$ cat src/rtl/mac_pkg.sv
package mac_pkg;
   // register addresses
   localparam int unsigned MODE_ADDR = 0;
   localparam int unsigned OPA_ADDR  = 1;
   localparam int unsigned OPB_ADDR  = 2;
   localparam int unsigned ACC_BASE  = 3;
   localparam int unsigned MODE_W    = 5;

   // mode register layout, bit 4 down to bit 0
   typedef struct packed {
      logic square;      // bit 4
      logic one_shot;    // bit 3
      logic negate;      // bit 2
      logic accum;       // bit 1
      logic unsigned_op; // bit 0
   } mode_t;
endpackage

$ cat src/rtl/mac_trigger.sv
module mac_trigger (
   input  logic clk,
   input  logic rst_n,
   input  logic wr_a,
   input  logic wr_b,
   input  logic wr_mode,
   input  logic square,
   input  logic one_shot,
   output logic fire,
   output logic got_a,
   output logic got_b
);
   logic any_op;

   assign any_op = wr_a | wr_b;
   assign fire   = any_op & (square | one_shot | (wr_a & got_b) | (wr_b & got_a));

   always_ff @(posedge clk or negedge rst_n) begin
      if (!rst_n) begin
         got_a <= 1'b0;
         got_b <= 1'b0;
      end else if (wr_mode || fire) begin
         got_a <= 1'b0;
         got_b <= 1'b0;
      end else begin
         if (wr_a) got_a <= 1'b1;
         if (wr_b) got_b <= 1'b1;
      end
   end
endmodule

$ cat src/rtl/mac_datapath.sv
module mac_datapath #(
   parameter int unsigned OPW = 16,
   parameter int unsigned AW  = 48
) (
   input  logic [OPW-1:0]   opa,
   input  logic [OPW-1:0]   opb,
   input  mac_pkg::mode_t   mode,
   input  logic [AW-1:0]    acc_cur,
   output logic [AW-1:0]    acc_next
);
   localparam int unsigned PW = 2 * OPW;
   localparam int unsigned XW = OPW + 1;

   logic signed [XW-1:0]   xa, xb;
   logic signed [2*XW-1:0] prod;
   logic [AW-1:0]          prod_ext;
   logic [PW-1:0]          res_lo;
   logic                   fill;
   logic [AW-1:0]          plain_val;
   logic [AW-1:0]          mac_val;

   // one extra top bit lets the same signed multiplier do both modes
   assign xa = {~mode.unsigned_op & opa[OPW-1], opa};
   assign xb = {~mode.unsigned_op & opb[OPW-1], opb};
   assign prod = xa * xb;
   assign prod_ext = AW'(prod);

   assign res_lo = (mode.negate && !mode.unsigned_op) ? (~prod[PW-1:0] + 1'b1) : prod[PW-1:0];
   assign fill   = ~mode.unsigned_op & res_lo[PW-1];

   generate
      if (AW > PW) begin : g_fill_top
         assign plain_val = {{(AW-PW){fill}}, res_lo};
      end else begin : g_no_top
         assign plain_val = res_lo[AW-1:0];
      end
   endgenerate

   assign mac_val  = mode.negate ? (acc_cur - prod_ext) : (acc_cur + prod_ext);
   assign acc_next = mode.accum ? mac_val : plain_val;
endmodule

$ cat src/rtl/mac_regunit.sv
module mac_regunit #(
   parameter int unsigned OPW       = 16,
   parameter int unsigned ACC_WORDS = 3,
   parameter int unsigned ADDR_W    = 3
) (
   input  logic              clk,
   input  logic              rst_n,
   input  logic [ADDR_W-1:0] addr,
   input  logic              wr_en,
   input  logic [OPW-1:0]    wdata,
   output logic [OPW-1:0]    rdata
);
   import mac_pkg::*;

   localparam int unsigned AW = ACC_WORDS * OPW;
   localparam int unsigned PW = 2 * OPW;
   localparam int unsigned NREG = ACC_BASE + ACC_WORDS;

   generate
      if (AW < PW) begin : g_bad_acc
         $error("accumulator narrower than product");
      end
      if (OPW < MODE_W) begin : g_bad_opw
         $error("operand width below mode width");
      end
      if ((1 << ADDR_W) < NREG) begin : g_bad_addr
         $error("address width too small for register map");
      end
   endgenerate

   mode_t          mode_q;
   logic [OPW-1:0] op_a_q, op_b_q;
   logic [AW-1:0]  acc_q;
   logic [AW-1:0]  acc_next;
   logic [OPW-1:0] eff_a, eff_b;
   logic           wr_mode, wr_a, wr_b, fire, got_a, got_b;
   logic           load_a, load_b;

   assign wr_mode = wr_en && (addr == ADDR_W'(MODE_ADDR));
   assign wr_a    = wr_en && (addr == ADDR_W'(OPA_ADDR));
   assign wr_b    = wr_en && (addr == ADDR_W'(OPB_ADDR));
   assign load_a  = wr_a || (wr_b && mode_q.square);
   assign load_b  = wr_b || (wr_a && mode_q.square);
   assign eff_a   = load_a ? wdata : op_a_q;
   assign eff_b   = load_b ? wdata : op_b_q;

   always_ff @(posedge clk or negedge rst_n) begin
      if (!rst_n) begin
         mode_q <= '0;
         op_a_q <= '0;
         op_b_q <= '0;
      end else begin
         if (wr_mode) mode_q <= mode_t'(wdata[MODE_W-1:0]);
         if (load_a)  op_a_q <= wdata;
         if (load_b)  op_b_q <= wdata;
      end
   end

   mac_trigger u_trig (
      .clk      (clk),
      .rst_n    (rst_n),
      .wr_a     (wr_a),
      .wr_b     (wr_b),
      .wr_mode  (wr_mode),
      .square   (mode_q.square),
      .one_shot (mode_q.one_shot),
      .fire     (fire),
      .got_a    (got_a),
      .got_b    (got_b)
   );

   mac_datapath #(.OPW(OPW), .AW(AW)) u_dp (
      .opa      (eff_a),
      .opb      (eff_b),
      .mode     (mode_q),
      .acc_cur  (acc_q),
      .acc_next (acc_next)
   );

   generate
      for (genvar k = 0; k < ACC_WORDS; k++) begin : g_accw
         logic wr_word;
         assign wr_word = wr_en && (addr == ADDR_W'(ACC_BASE + k));
         always_ff @(posedge clk or negedge rst_n) begin
            if (!rst_n)       acc_q[k*OPW +: OPW] <= '0;
            else if (wr_word) acc_q[k*OPW +: OPW] <= wdata;
            else if (fire)    acc_q[k*OPW +: OPW] <= acc_next[k*OPW +: OPW];
         end
      end
   endgenerate

   always_comb begin
      rdata = '0;
      if (addr == ADDR_W'(MODE_ADDR)) rdata = OPW'(mode_q);
      if (addr == ADDR_W'(OPA_ADDR))  rdata = op_a_q;
      if (addr == ADDR_W'(OPB_ADDR))  rdata = op_b_q;
      for (int k = 0; k < ACC_WORDS; k++) begin
         if (addr == ADDR_W'(ACC_BASE + k)) rdata = acc_q[k*OPW +: OPW];
      end
   end
endmodule

$ cat config.mk
export PLATFORM = sky130hd
export DESIGN_NAME = mac_regunit
export DESIGN_NICKNAME = d
export VERILOG_FILES = /design/src/rtl/mac_pkg.sv /design/src/rtl/mac_trigger.sv /design/src/rtl/mac_datapath.sv /design/src/rtl/mac_regunit.sv
export SDC_FILE = /design/constraint.sdc
export NUM_CORES = 1
export LEC_CHECK = 0
export BUFFER_PORTS_ARGS = -buffer_cell sky130_fd_sc_hd__buf_2
export CAP_MARGIN = 20
export CORE_ASPECT_RATIO = 0.5
export CORE_MARGIN = 8
export CORE_UTILIZATION = 25
export DETAILED_ROUTE_END_ITERATION = 16
export PLACE_DENSITY = 0.41
export SLEW_MARGIN = 5
export SYNTH_ARGS = -nofsm -noshare
export SYNTH_HDL_FRONTEND = slang
export SYNTH_SLANG_ARGS = --single-unit
$ cat constraint.sdc
create_clock -name clk -period 9.65 [get_ports clk]
set_input_delay 1.93 -clock clk [delete_from_list [all_inputs] [get_ports clk]]
set_output_delay 1.93 -clock clk [all_outputs]
set_load 0.02 [all_outputs]
# Word-level counts from Yosys, hierarchy flattened
# Index checks and enable logic that the tools add are counted.
dict set report op_classes {
  mul 1
  mux 21
  add_sub_neg 3
  eq_ne 5
  n_bitwise 12
  reduce_logical 19
}
# cell count
set op_table {}
lappend op_table {{$mux 16} 13}
lappend op_table {{$mux 48} 2}
lappend op_table {{$add 48x48->48} 1}
lappend op_table {{$sub 48x48->48} 1}
lappend op_table {{$mul 17x17->34} 1}
lappend op_table {{$add 32x1->32 const B} 1}
lappend op_table {{$mux 32} 1}
lappend op_table {{$not 32->32} 1}
lappend op_table {{$reduce_bool 2->1} 5}
lappend op_table {{$logic_and 1x1->1} 9}
lappend op_table {{$and 1x1->1} 6}
lappend op_table {{$eq 3x2->1 const B} 2}
lappend op_table {{$eq 3x3->1 const B} 2}
lappend op_table {{$mux 5} 1}
lappend op_table {{$mux 1} 4}
lappend op_table {{$or 1x1->1} 4}
lappend op_table {{$eq 3x1->1 const B} 1}
lappend op_table {{$logic_not 3->1} 1}
lappend op_table {{$logic_or 1x1->1} 3}
lappend op_table {{$logic_not 1->1} 1}
lappend op_table {{$not 1->1} 1}
dict set report totals {
  word_cells 73
  out_inout_bits 16
  ff_bits 87
  inputBits 22
}

# Depth between registers and ports, before layout
# Gate-level depths: netlist of run 1.
dict set report logic_depth {
  word_depth 14
  depth_mapped 46
  ltp_nobuf 42
}

# Cells and area by module
# From an unflattened synthesis of run 1, not the netlist that was laid out.
dict set report unflattened {
  cells_unflattened 2309
  area_unflattened_um2 20323.2
}
# module area_per_inst_um2 n_inst seq_area_each_um2 cells_per_inst
set modules_own_cells {}
lappend modules_own_cells {mac_datapath 15613.7 1 0.0 1900}
lappend modules_own_cells {mac_regunit 4601.9 1 2127.0 399}
lappend modules_own_cells {mac_trigger 107.6 1 50.0 10}

# Least setup slack after synthesis of run 1
# No wires, ideal clock.
dict set report synth_timing {
  path_kind {input to register}
  from {input addr[0]}
  to {register acc_q[45]}
  n_path_buf 4
  cell_stages 42
  t_required_ps 9573
  setup_ps 77
  arrival_time_ps 12202
  setup_slack_ps -2630
  path_cell_list {buf_4 -> nor2b_1 -> o21a_1 -> buf_6 -> clkbuf_1 -> mux2i_1 -> clkinv_1 -> nand2_1 -> fa_1 -> fa_1 -> fa_1 -> inv_1 -> fa_1 -> fa_1 -> inv_1 -> fa_1 -> inv_1 -> ha_1 -> [6 not listed] -> nand4_1 -> or3_1 -> nor4b_2 -> nor3b_1 -> nor2_1 -> xnor2_1 -> ha_1 -> a21o_1 -> a21o_1 -> a21o_1 -> a21oi_1 -> nor3_1 -> nor3_1 -> and3b_1 -> o21a_1 -> o21ai_0 -> nand3b_1 -> a21oi_1}
}
dict set report synth_via {
  elab_cells_between_ends 32
}
# element line_no
set synth_rtl {}
lappend synth_rtl {{start: declaration} mac_regunit.sv:8} ;# input logic [ADDR_W-1:0] addr,
lappend synth_rtl {{$eq 3x1->1} mac_regunit.sv:40} ;# assign wr_a = wr_en && (addr == ADDR_W'(OPA_ADDR));
lappend synth_rtl {{$logic_and 1x1->1} mac_regunit.sv:40}
lappend synth_rtl {{$logic_and 1x1->1} mac_regunit.sv:43} ;# assign load_b = wr_b || (wr_a && mode_q.square);
lappend synth_rtl {{$logic_or 1x1->1 (*)} mac_regunit.sv:43}
lappend synth_rtl {{$mux 16 (*)} n/a}
lappend synth_rtl {{named net eff_b[4]} mac_regunit.sv:35} ;# logic [OPW-1:0] eff_a, eff_b;
lappend synth_rtl {{$mul 17x17->34 (*)} mac_datapath.sv:25} ;# assign prod = xa * xb;
lappend synth_rtl {{$not 32->32} mac_datapath.sv:28} ;# assign res_lo = (mode.negate && !mode.unsigned_op) ? (~prod[PW-1:0] + 1'b1) : prod[PW-1:0];
lappend synth_rtl {{$add 32x1->32} mac_datapath.sv:28}
lappend synth_rtl {{$mux 32} mac_datapath.sv:28}
lappend synth_rtl {{$and 1x1->1} mac_datapath.sv:29} ;# assign fill = ~mode.unsigned_op & res_lo[PW-1];
lappend synth_rtl {{$mux 48 (*)} mac_datapath.sv:40} ;# assign acc_next = mode.accum ? mac_val : plain_val;
lappend synth_rtl {{$mux 16 (*)} mac_regunit.sv:87} ;# else if (fire) acc_q[k*OPW +: OPW] <= acc_next[k*OPW +: OPW];
lappend synth_rtl {{$mux 16 (*)} mac_regunit.sv:86} ;# else if (wr_word) acc_q[k*OPW +: OPW] <= wdata;
lappend synth_rtl {{end signal: indexed assignment} mac_regunit.sv:86}
lappend synth_rtl {{end signal: indexed assignment} mac_regunit.sv:87}
lappend synth_rtl {{end: declaration} mac_regunit.sv:33} ;# logic [AW-1:0] acc_q;
# The timed path passes the listed nets; every way through them passes the cells marked *. The select of a mux whose other input is x is not followed.
# A chain may end at the register's enable or synchronous reset.

# Worst setup path after layout of run 1
dict set report layout_timing {
  from {input addr[1]}
  to {register acc_q[47]}
}
dict set report layout_via {
  elab_chain_cells 14
  elab_cells_between_ends 32
}
# element line_no
set layout_lines {}
lappend layout_lines {{$eq 3x2->1 / $eq 3x1->1 (equally long branches)} {mac_regunit.sv:41, mac_regunit.sv:40}}
lappend layout_lines {{$logic_and 1x1->1, on equally long branches} {mac_regunit.sv:41, mac_regunit.sv:40}}
lappend layout_lines {{$logic_and 1x1->1, on equally long branches} {mac_regunit.sv:42, mac_regunit.sv:43}}
lappend layout_lines {{$logic_or 1x1->1, on equally long branches} {mac_regunit.sv:42, mac_regunit.sv:43}}
lappend layout_lines {{$mux 16} n/a}
lappend layout_lines {{$and 1x1->1, on equally long branches} {mac_datapath.sv:23, mac_datapath.sv:24}}
lappend layout_lines {{$mul 17x17->34} mac_datapath.sv:25}
lappend layout_lines {{$not 32->32} mac_datapath.sv:28}
lappend layout_lines {{$add 32x1->32} mac_datapath.sv:28}
lappend layout_lines {{$mux 32} mac_datapath.sv:28}
lappend layout_lines {{$and 1x1->1} mac_datapath.sv:29}
lappend layout_lines {{$mux 48} mac_datapath.sv:40}
lappend layout_lines {{$mux 16} mac_regunit.sv:87}
lappend layout_lines {{$mux 16} mac_regunit.sv:86}
# Parallel ways exist; a longest one is shown, timed or not. The select of a mux whose other input is x is not followed.

==> impl_metrics.csv, run 1 <==
group,metric,value,unit
global_route,grtUsageTotal,18.6,%
floorplan,rows,72,
clock_tree,cts_tree,"done",
critical_path,worstSetupPathType,"input port to flop",
synthesis,yosys_warnings,0,
critical_path,worst-path-stages,45,
timing,fin_skew,12.1,ps
route,drtIter0Drc,1380,
clock_tree,clk_path_buf_depth,2,
route,wl_per_cell,20.8,µm
global_route,grt_antenna_before_repair,4,
finish,syn2layout_area_growth,45.2,%
global_route,grt_pass1_vias,19200,
timing,drv_slew,0,
floorplan,die_y,213,µm
timing,hold_viol,0,
synthesis,synth-main-ff-cell,"dfrtp_1",
placement,place_inst,3829,
worst_hold_path,hold_start,"u_trig.got_b$_DFFE_PN0P_",
critical_path,reg2regPathDepth,45,
worst_hold_path,hp-class,"flop to flop",
route,vias,18600,
global_route,gr-total-overflow,0,
synthesis,yosys_register_bits,87,
finish,multiInputGateArea,17400,µm²
synthesis,syn_inst,2300,
critical_path,r2r-start,"mode_q[4]$_DFFE_PN0P_",
clock_tree,cts.sinks,87,
finish,layout.cells.non_filler,3954,
finish,fillers,8011,
floorplan,die_x,410,µm
clock_tree,cts_hold_buf,0,
timing,clock.fmax,0.0868,GHz
clock_tree,insertion_delay,360,ps
timing,setup_viol,35,
global_route,grt_pass1_wl,124,mm
critical_path,startpoint_type,"input port",
critical_path,critPathTopFamily,"adder cells",
route,viasPerCell,4.71,
timing,fin_crit,11520,ps
route,firstDrtPassIters,5,
status,status,"complete, but fails checks",
timing,max_slew.worst_pin.slew,935,ps
floorplan,ios,38,
critical_path,cp.required,9890,ps
floorplan,start_util,25.2,%
critical_path,critPathMaxFanout,5,
timing,fin_crit_sh,119,%
synthesis,syn-num-nets,2752,
synthesis,synth_edf_count,0,
global_route,grt_max_degree,73,
worst_hold_path,worstHoldPathCells,1,
finish,regArea,2180,µm²
clock_tree,clk_pin_slew,70,ps
clock_tree,cts-htree-levels,3,
clock_tree,cts_buffers,9,
timing,slew_headroom,37.5,%
timing,rsz0062_at_grt,"yes",
placement,portBuffers,37,
critical_path,crit_start,"addr[1]",
critical_path,slowest_delay,580,ps
placement,gp_congestion,0.909,
floorplan,core-area,77000,µm²
critical_path,crit_slowest_cell,"fa_1",
critical_path,path_common_cell,"fa_1",
critical_path,arrival,11760,ps
timing,postLayoutSetupSlackWorst,-1870,ps
finish,nNetsFinal,3362,
synthesis,avgSynthCellArea,8.43,µm²
route,ant_nets,0,
synthesis,syn_area,19400,µm²
clock_tree,cts_root_buffer,"clkbuf_16",
timing,hold_slack,513,ps
run,max-cap-violations,0,
route,drc_errors,0,
critical_path,cp_num_buf_inv,11,
floorplan,dieArea,87200,µm²
critical_path,critPathCaptureType,"flop",
placement,pre_cts_slack,-2840,ps
placement,post-dp-hpwl,69.4,mm
synthesis,yosysSeqAreaShare,11.2,%
finish,layout-drive-gt1-share,36.2,%
route,routed_wirelength,82.2,mm
synthesis,yosysUniqueCellTypes,80,
synthesis,synth-async-reset-ratio,100,%
status,violations,"setup timing",
-- stage by stage --
step	TNS (ps)	area, µm²	util, %
6_report	-44860	28100	36.5
5_1_grt	-55800	28100	36.5
4_1_cts	-40670	27300	35.4
3_5_place_dp	-72910	25100	32.5
3_3_place_gp	-73340	25100	32.5
2_1_floorplan	-35620	19800	-
-- logic make-up after synthesis --
group	share of synthesized area, %
buffers and inverters	9.08
adder cells (fa/ha/maj)	39.3
flip-flops	11.2
multiplexers	4.49
XOR/XNOR	5.81
AND/OR/NAND/NOR	15.5
AO/OA/AOI/OAI	14.7
-- placed cells by master, fill, tap and decap left out, drive strengths merged, types with 15 or more instances in the layout --
cell type and instances:
nor3 31, ha 133, buf 690, dfrtp 87, mux2 20, nand2 248
o22ai 20, nor2 253, or3 19, a22oi 23, nand3 18, nand2b 15
xnor2 85, mux2i 52, a21oi 121, o21ai 102, inv 359, xor2 41
fa 297, nor2b 18, a21o 29, a211oi 19
-- metal layers --
metal	share of wire, %	vias to the layer above	track usage [%]	wire length [µm]
met5	0	-	0	0
met4	2.4	0	4.21	2000
met3	5.3	78	2.11	4400
met2	43	515	28.8	35600
met1	49	9292	27.7	40100
li1	-	8753	-	-
-- cell type report --
class | instances | area share [%]
Clock inverter | 4 | 0.107
Timing Repair Buffer | 690 | 19.8
Sequential cell | 87 | 7.75
Inverter | 373 | 5.13
Multi-Input combinational cell | 1749 | 61.7
Tap cell | 1036 | 4.61
Antenna cell | 3 | 0.0267
Clock buffer | 12 | 0.876
-- sequential cells by signal, summed over array words and instances, names as in the netlist --
signal,count
op_b_q,16
acc_q,48
u_trig.got_a,1
op_a_q,16
mode_q,5
u_trig.got_b,1
-- synth_stat cells, types with 23 or more instances --
| master | count | area (µm²) |
|---|---|---|
| a21o_1 | 29 | 218 |
| a21oi_1 | 118 | 591 |
| a22oi_1 | 23 | 173 |
| clkbuf_1 | 73 | 274 |
| dfrtp_1 | 87 | 2180 |
| fa_1 | 297 | 5950 |
| ha_1 | 133 | 1660 |
| inv_1 | 361 | 1360 |
| mux2i_1 | 51 | 510 |
| nand2_1 | 248 | 931 |
| nor2_1 | 253 | 950 |
| nor3_1 | 30 | 150 |
| o21ai_0 | 91 | 455 |
| xnor2_1 | 85 | 744 |
| xor2_1 | 41 | 359 |
-- repair_timing --
item                                    in CTS  in global routing
pin swaps                                  163                 99
resized for setup                          307                131
setup buffers                               73                 45
endpoints found under the setup margin      36                 36
gates cloned                                 1                  0
endpoints found under the hold margin        0                  0
-- worst paths after layout --
path,end,slack [ps]
max,acc_q[47]$_DFFE_PN0P_,-1870
min,u_trig.got_b$_DFFE_PN0P_,510
max reg2reg,acc_q[47]$_DFFE_PN0P_,-500
min reg2reg,u_trig.got_b$_DFFE_PN0P_,510
max in group asynchronous,mode_q[2]$_DFFE_PN0P_,6900
min in group asynchronous,acc_q[29]$_DFFE_PN0P_,1510
Power of run 1 is not shown: default switching activity piles up to over one toggle a cycle in this logic, so the estimate is an artifact.
==> run 2: changes to the inputs <==
--- a/config.mk
+++ b/config.mk
@@ -7,7 +7,7 @@
 export LEC_CHECK = 0
 export BUFFER_PORTS_ARGS = -buffer_cell sky130_fd_sc_hd__buf_2
 export CAP_MARGIN = 20
-export CORE_ASPECT_RATIO = 0.5
+export CORE_ASPECT_RATIO = 1.25
 export CORE_MARGIN = 8
 export CORE_UTILIZATION = 25
 export DETAILED_ROUTE_END_ITERATION = 16
==> impl_metrics.csv, run 2 (synthesis gave the netlist of run 1 again) <==
group,metric,value,unit
clock_tree,clk_path_buf_depth,2,
critical_path,path_common_cell,"fa_1",
placement,post-dp-hpwl,69.0,mm
finish,antenna_cells,0,
critical_path,critPathMaxFanout,6,
critical_path,crit_slowest_cell,"fa_1",
status,status,"complete, but fails checks",
global_route,grtUsageTotal,18.8,%
worst_hold_path,hold_start,"u_trig.got_b$_DFFE_PN0P_",
timing,hold_slack,517,ps
route,routed_wirelength,82.0,mm
floorplan,rows,114,
finish,nNetsFinal,3346,
timing,postLayoutSetupSlackWorst,-1660,ps
route,drtIter0Drc,891,
global_route,gr-total-overflow,0,
timing,slew_headroom,27.5,%
finish,syn2layout_area_growth,42.9,%
critical_path,critPathCaptureType,"flop",
timing,fin_crit_sh,117,%
finish,utilization,36.0,%
critical_path,r2r_end,"acc_q[45]$_DFFE_PN0P_",
route,viasPerCell,4.82,
floorplan,core-area,77000,µm²
global_route,grt_antenna_before_repair,3,
timing,drv_slew,0,
finish,layout_common_cells,"buf_4 (558), inv_1 (327), fa_1 (290)",
timing,fin_setup_tns,-37690,ps
timing,setup_viol,33,
finish,layout-drive-gt1-share,35.4,%
critical_path,startpoint_type,"input port",
worst_hold_path,hp-class,"flop to flop",
floorplan,die_y,327,µm
worst_hold_path,worstHoldPathCells,1,
floorplan,die_x,265,µm
clock_tree,cts_buffers,9,
clock_tree,cts-htree-levels,3,
route,drc_errors,0,
clock_tree,cts_tree,"done",
status,violations,"setup timing",
route,ant_nets,0,
clock_tree,cts_root_buffer,"clkbuf_16",
timing,max_slew.worst_pin.slew,1080,ps
placement,gp_congestion,0.892,
timing,hold_viol,0,
critical_path,slowest_delay,570,ps
finish,top_register,"acc_q",
timing,fin_skew,14.9,ps
critical_path,cp_num_buf_inv,12,
clock_tree,clk_pin_slew,80,ps
critical_path,critPathTopFamily,"adder cells",
clock_tree,cts_hold_buf,0,
finish,top_regs,"acc_q: 48 flops, op_a_q: 16 flops, op_b_q: 16 flops",
critical_path,arrival,11560,ps
floorplan,dieArea,86800,µm²
clock_tree,insertion_delay,380,ps
critical_path,reg2regPathDepth,45,
critical_path,worstSetupPathType,"input port to flop",
route,firstDrtPassIters,6,
floorplan,ios,38,
floorplan,start_util,25.2,%
critical_path,cp.required,9900,ps
global_route,grt_max_degree,73,
clock_tree,cts.sinks,87,
critical_path,r2r-start,"mode_q[4]$_DFFE_PN0P_",
route,wl_per_cell,21.1,µm
placement,portBuffers,37,
worst_hold_path,hold_path_end,"u_trig.got_b$_DFFE_PN0P_",
finish,largest_reg_flops,48,
run,max-cap-violations,0,
finish,mostFrequentLayoutCell,"buf_4",
route,vias,18700,
timing,fin_crit,11310,ps
timing,clock.fmax,0.0884,GHz
global_route,grt_pass1_wl,125,mm
critical_path,rrSetupSlack,-400,ps
timing,rsz0062_at_grt,"yes",
global_route,grt_pass1_vias,20600,
## run 2: cell count changes in the layout (fill, tap and decap cells not counted), sizes merged
| cell | change |
|---|---|
| clkbuf | +1 |
| clkinvlp | +2 |
| bufinv | +1 |
| buf | -17 |
| clkinv | -3 |
| diode | -3 |
## run 2: worst register-to-register path: cells and delay by family, from the launching register on
kind	cells	cell delay, ps
and+or+nand+nor	13	2240
DFF	1	410
adders and majority gates	8	3650
muxes	1	190
buffers and inverters	11	1150
AOI/OAI and AO/OA	11	2110
xor gates and xnor gates	1	190
## run 2: how the worst max path moves through the flow
stage / to / start / cells past startpoint / slack (ps)
2_1_floorplan: acc_q[45]$_DFFE_PN0P_ / addr[0] / 41 / -1790
6_report: acc_q[45]$_DFFE_PN0P_ / addr[0] / 46 / -1660
4_1_cts: acc_q[45]$_DFFE_PN0P_ / addr[0] / 44 / -1640
3_3_place_gp: acc_q[44]$_DFFE_PN0P_ / addr[1] / 45 / -2530
5_1_grt: acc_q[45]$_DFFE_PN0P_ / addr[0] / 48 / -2140
3_5_place_dp: acc_q[44]$_DFFE_PN0P_ / addr[1] / 45 / -2650
## run 2: per-stage QoR
stage / setup slack, ps / area (µm²) / cells
6_report: -1660 / 27700 / 3885
5_1_grt: -2140 / 27700 / 3885
4_1_cts: -1640 / 26700 / 3837
3_5_place_dp: -2650 / 24800 / 3754
3_3_place_gp: -2530 / 24800 / 3754
2_1_floorplan: -1790 / 19800 / 2300
## run 2: routing by layer
layer	vias up	wire length (µm)	part of all wire, %	global-route usage (%)
met2	412	42900	52	35.3
met5	-	11	0.013	0
met1	9452	32600	40	21.9
met3	153	2430	3.0	1.28
met4	2	4050	4.9	7.90
li1	8717	-	-	-
## run 2: layout make-up
| type | instances | area (µm²) |
|---|---|---|
| Clock buffer | 12 | 256 |
| Sequential cell | 87 | 2180 |
| Timing Repair Buffer | 674 | 5440 |
| Multi-Input combinational cell | 1749 | 17100 |
| Clock inverter | 4 | 53.8 |
| Fill cell | 8008 | 49300 |
| Tap cell | 986 | 1230 |
| Inverter | 373 | 1450 |
## run 2: repair_timing
item	in CTS	in global routing
setup buffers	72	53
setup endpoints to repair	35	36
pin swaps	163	120
resized for setup	236	177
cloned	0	1
Power of run 2 is left out for the same reason.
